==> config.mk <==
export PLATFORM = sky130hd
export DESIGN_NAME = pam4_space_encoder
export DESIGN_NICKNAME = d
export VERILOG_FILES = /design/src/rtl/pam4_space_encoder.sv
export SDC_FILE = /design/constraint.sdc
export NUM_CORES = 1
export LEC_CHECK = 0
export ABC_AREA = 1
export BUFFER_PORTS_ARGS = -buffer_cell sky130_fd_sc_hd__buf_2
export CAP_MARGIN = 20
export CORE_AREA = 2 2 39 41
export CTS_CLUSTER_DIAMETER = 50
export DETAILED_ROUTE_END_ITERATION = 7
export DIE_AREA = 0 0 41 43
export PLACE_DENSITY = 0.45
export SLEW_MARGIN = 10
export SYNTH_ARGS = -nofsm -noshare
export SYNTH_HDL_FRONTEND = slang
export SYNTH_SLANG_ARGS = --single-unit
==> constraint.sdc <==
create_clock -name clk -period 0.9 [get_ports clk]
set_input_delay 0.27 -clock clk [delete_from_list [all_inputs] [get_ports clk]]
set_output_delay 0.27 -clock clk [all_outputs]
set_load 0.005 [all_outputs]
==> src/rtl/pam4_space_encoder.sv <==
module pam4_space_encoder #(
  parameter int LINES = 3
) (
  input  logic                 clk,
  input  logic                 rst_n,
  input  logic                 in_valid,
  input  logic [2*LINES-2:0]   in_data,
  output logic                 out_valid,
  output logic [2*LINES-1:0]   out_sym
);

  localparam int DW = 2*LINES-1;
  localparam int SW = 2*LINES;

  logic [LINES:0]   path;
  logic [LINES-1:0] pick;
  logic [LINES-1:0] subset;
  logic [SW-1:0]    next_sym;
  logic [LINES-1:0] out_subset;
  logic [LINES-1:0] out_pick;

  assign path = {1'b0, in_data[DW-1:LINES], 1'b0};
  assign pick = in_data[LINES-1:0];

  for (genvar i = 0; i < LINES; i++) begin : g_line
    assign subset[i]        = path[i] ^ path[i+1];
    assign next_sym[2*i+:2] = {pick[i], subset[i]};
    assign out_subset[i]    = out_sym[2*i];
    assign out_pick[i]      = out_sym[2*i+1];
  end

  always_ff @(posedge clk) begin
    if (!rst_n) begin
      out_valid <= 1'b0;
      out_sym   <= '0;
    end else begin
      out_valid <= in_valid;
      if (in_valid) out_sym <= next_sym;
    end
  end

  AST_VALID_FOLLOWS: assert property (@(posedge clk) disable iff (!rst_n)
    out_valid == $past(in_valid)) else $error("valid");

  AST_PICK_BITS: assert property (@(posedge clk) disable iff (!rst_n)
    in_valid |=> out_pick == $past(in_data[LINES-1:0])) else $error("pick");

  AST_FIRST_LINE: assert property (@(posedge clk) disable iff (!rst_n)
    in_valid |=> out_subset[0] == $past(in_data[LINES])) else $error("first");

  AST_LAST_LINE: assert property (@(posedge clk) disable iff (!rst_n)
    in_valid |=> out_subset[LINES-1] == $past(in_data[DW-1])) else $error("last");

  AST_EVEN_SUBSETS: assert property (@(posedge clk) disable iff (!rst_n)
    out_valid |-> (^out_subset) == 1'b0) else $error("parity");

  AST_HOLD_IDLE: assert property (@(posedge clk) disable iff (!rst_n)
    !in_valid |=> $stable(out_sym)) else $error("hold");

endmodule

==> impl_metrics.py <==
metrics = {
    "clock_tree": {
        "root_buffer": "clkbuf_4",
        "cts_num_sinks": 7,
        "cts_buffer_depth": 2,
        "clkLatencyLatePin_ns": 0.24,
        "cts_buffers": 3,
        "ctsHoldBuffers": 0,
        "htree_levels": 1,
        "cts_tree": "done",
        "clk_pin_slew_ns": 0.05,
    },
    "min_path": {
        "hold_depth": 3,
        "hold_path.class": "input pin to flip-flop",
        "holdPathEnd": "out_sym[1]",
        "min_from": "in_data[0]",
    },
    "global_route": {
        "antenna_found_initial": 0,
        "overflow": 0,
        "grt_max_degree": 10,
        "grtUsageTotal_pct": 8.032,
        "grt_pass1_wl_um": 903,
        "grt_pass1_vias": 239,
    },
    "die": {
        "die_width_um": 41,
        "fp.dieH_um": 43,
        "start_util_pct": 20.98,
        "core_area_um2": 1384,
        "dieArea_um2": 1763,
        "row_count": 14,
        "boundaryPins": 15,
    },
    "critical_path": {
        "start_kind": "flip-flop",
        "crit_path_cell_trace": "buf_2",
        "regToRegEndpoint": "out_sym[2]",
        "crit_arrival_ns": 0.68,
        "crit_required_ns": 0.63,
        "critPathSlowestCell": "dfxtp_2",
        "end_kind": "output port",
        "r2r.worst_path.cells": 5,
        "worstPathMaxFanout": 2,
        "path_buf_inv": 1,
        "criticalPathCategory": "flip-flop to output port",
        "max_stage_delay_ns": 0.31,
        "r2r_start": "out_sym[2]",
        "crit_family": "flip-flops",
        "r2r_slack_ns": 0.15,
    },
    "place": {
        "port_buffers": 14,
        "placedCellCount": 64,
        "place_congestion": 0.6616,
    },
    "cells_and_area": {
        "layout.cells.non_filler": 70,
        "area_growth_pct": 50.43,
        "drive_gt1_share_pct": 55.56,
        "final_nets": 63,
        "antenna_cells": 0,
        "fill_cells": 158,
    },
    "logic_synthesis": {
        "avgSynthCellArea_um2": 8.294,
        "yosysTopAreaCellShare_pct": 48.28,
        "syn-num-nets": 43,
        "ys_types": 11,
        "synth_mux_area_share_pct": 0,
        "seq_area_frac_synth_pct": 48.28,
        "synth_compound_area_share_pct": 8.621,
        "synthXorXnorAreaFrac_pct": 0,
        "yosys_warnings": 0,
        "yosys.area_share.simple_pct": 29.74,
        "syn_area_um2": 290.3,
        "yosys.area_share.adder_pct": 0,
        "synth_area_leader_cell": "dfxtp_1",
        "syn-instance-count": 35,
        "ys_top_cells_by_area": "dfxtp_1 (48%), nand3_2 (10%), nand2_1 (7.8%)",
        "synth_top_family_by_area": "simple AND/OR/NAND/NOR gates",
        "ys_ff_latch": 7,
    },
    "detailed_routing": {
        "drcViolationCount": 0,
        "drt-total-wl_um": 586,
        "drt-initial-drc-count": 0,
        "drt-wirelength-per-cell_um": 8.371,
        "vias_per_cell": 3.886,
        "ant_nets": 0,
        "drt_first_pass_iters": 1,
        "vias": 272,
    },
    "power_and_ir_drop": {
        "p_int_w": 0.0005586,
        "switching_share_pct": 22.99,
        "power_w": 0.0007253,
        "p_per_area_nw_per_um2": 1661,
        "combPwrFrac_pct": 14.8,
        "vdd_drop_max_mv": 0.5698,
        "leakagePower_nw": 0.2401,
        "pwr-share-seq_pct": 47.2,
        "power.share.clock_pct": 38.0,
        "switching_power_w": 0.0001667,
    },
    "run": {
        "cap_violations": 0,
    },
    "sta": {
        "worstMarginPinSlew_ns": 0.2115,
        "fin_crit_ns": 0.9467,
        "slew-limit-headroom_pct": 85.90,
        "setup_viol": 7,
        "slew_violations": 0,
        "fin_crit_sh_pct": 105.2,
        "hold_violations": 0,
        "rsz0062_at_grt": "yes",
        "clock_skew_ns": 0,
        "setup_ws_ns": -0.04666,
        "max_freq_mhz": 1056,
    },
    "status": {
        "violations": "negative setup slack",
        "status": "complete, but fails checks",
    },
}
## cell usage in the layout, fill, tap and decap left out
master | synthesis | final
inv_6 | 1 | 1
nor2_1 | 6 | 6
dfxtp_2 | 0 | 6
nand3_2 | 3 | 3
o21ai_0 | 1 | 1
nand2_4 | 1 | 1
clkbuf_4 | 0 | 3
buf_2 | 0 | 11
buf_6 | 1 | 3
clkbuf_1 | 0 | 1
inv_1 | 5 | 5
buf_4 | 0 | 2
nand2_1 | 6 | 6
dfxtp_1 | 7 | 1
a21oi_1 | 2 | 2
o21ai_1 | 2 | 2
## registers in the layout, indices dropped and copies added, names as in the netlist
register   count
out_valid      1
out_sym        6
## metrics by stage
step | utilization (%) | setup slack (ns) | cell area, um^2 | TNS (ns) | hold WS, ns
after floorplan | - | 0.1861 | 290.3 | 0 | 0.3676
after global placement | 26.67 | 0.02844 | 369.1 | 0 | 0.4471
after detailed placement | 26.67 | 0.02746 | 369.1 | 0 | 0.4502
after CTS | 30.11 | -0.05555 | 416.7 | -0.3274 | 0.2355
after global routing | 31.56 | -0.08540 | 436.7 | -0.4944 | 0.2445
final | 31.56 | -0.04666 | 436.7 | -0.2541 | 0.2416
## final cells by class
cell class,count,area (um^2),share of cell area (%)
clock buffer,4,26.28,6.017
inverter,6,27.53,6.304
multi-input combinational,21,111.4,25.50
sequential,7,147.6,33.81
tap,16,20.02,4.585
timing repair buffer,16,103.9,23.78
## power by group through the flow
| stage | registers, W | logic [W] | clock network (W) |
|---|---|---|---|
| finish | 0.000343 | 0.000107 | 0.000276 |
| global route | 0.000346 | 0.000121 | 0.000312 |
| CTS | 0.000339 | 0.000100 | 0.000289 |
| detailed placement | 0.000345 | 0.0000898 | 0 |
| global placement | 0.000346 | 0.0000890 | 0 |
| floorplan | 0.000348 | 0.0000467 | 0 |
## cells by family (layout without fill, tap and decap cells)
group | count (synthesis) | after routing
compound gates | 5 | 5
buf+inv | 7 | 26
flops | 7 | 7
simple gates | 16 | 16
## worst max-delay path by stage
stage | cells past startpoint | endpoint | startpoint | slack (ns)
finish | 1 | out_sym[5] | out_sym[5] | -0.05
detailed placement | 6 | out_sym[2] | in_valid | 0.03
CTS | 1 | out_sym[5] | out_sym[5] | -0.06
global route | 1 | out_sym[5] | out_sym[5] | -0.09
global placement | 6 | out_sym[2] | in_valid | 0.03
floorplan | 6 | out_sym[2] | in_valid | 0.19
## Yosys cell counts
cell type / n
a21oi_1: 2
buf_6: 1
dfxtp_1: 7
inv_1: 5
inv_6: 1
nand2_1: 6
nand2_4: 1
nand3_2: 3
nor2_1: 6
o21ai_0: 1
o21ai_1: 2
## repair_timing
item                       4_1_cts  5_1_grt
gates resized for setup          5        4
setup endpoints to repair        7        7
setup buffers                    2        0
## per-layer routing
layer | wire, um | GRT usage, % | part of all wire, % | vias up
li1 | - | - | - | 145
met1 | 255 | 7.717 | 44 | 115
met2 | 262 | 11.88 | 45 | 10
met3 | 61 | 7.853 | 10 | 2
met4 | 8 | 2.000 | 1.4 | 0
met5 | 0 | 0 | 0 | -
Note: power is estimated with default switching activity, not from simulation.
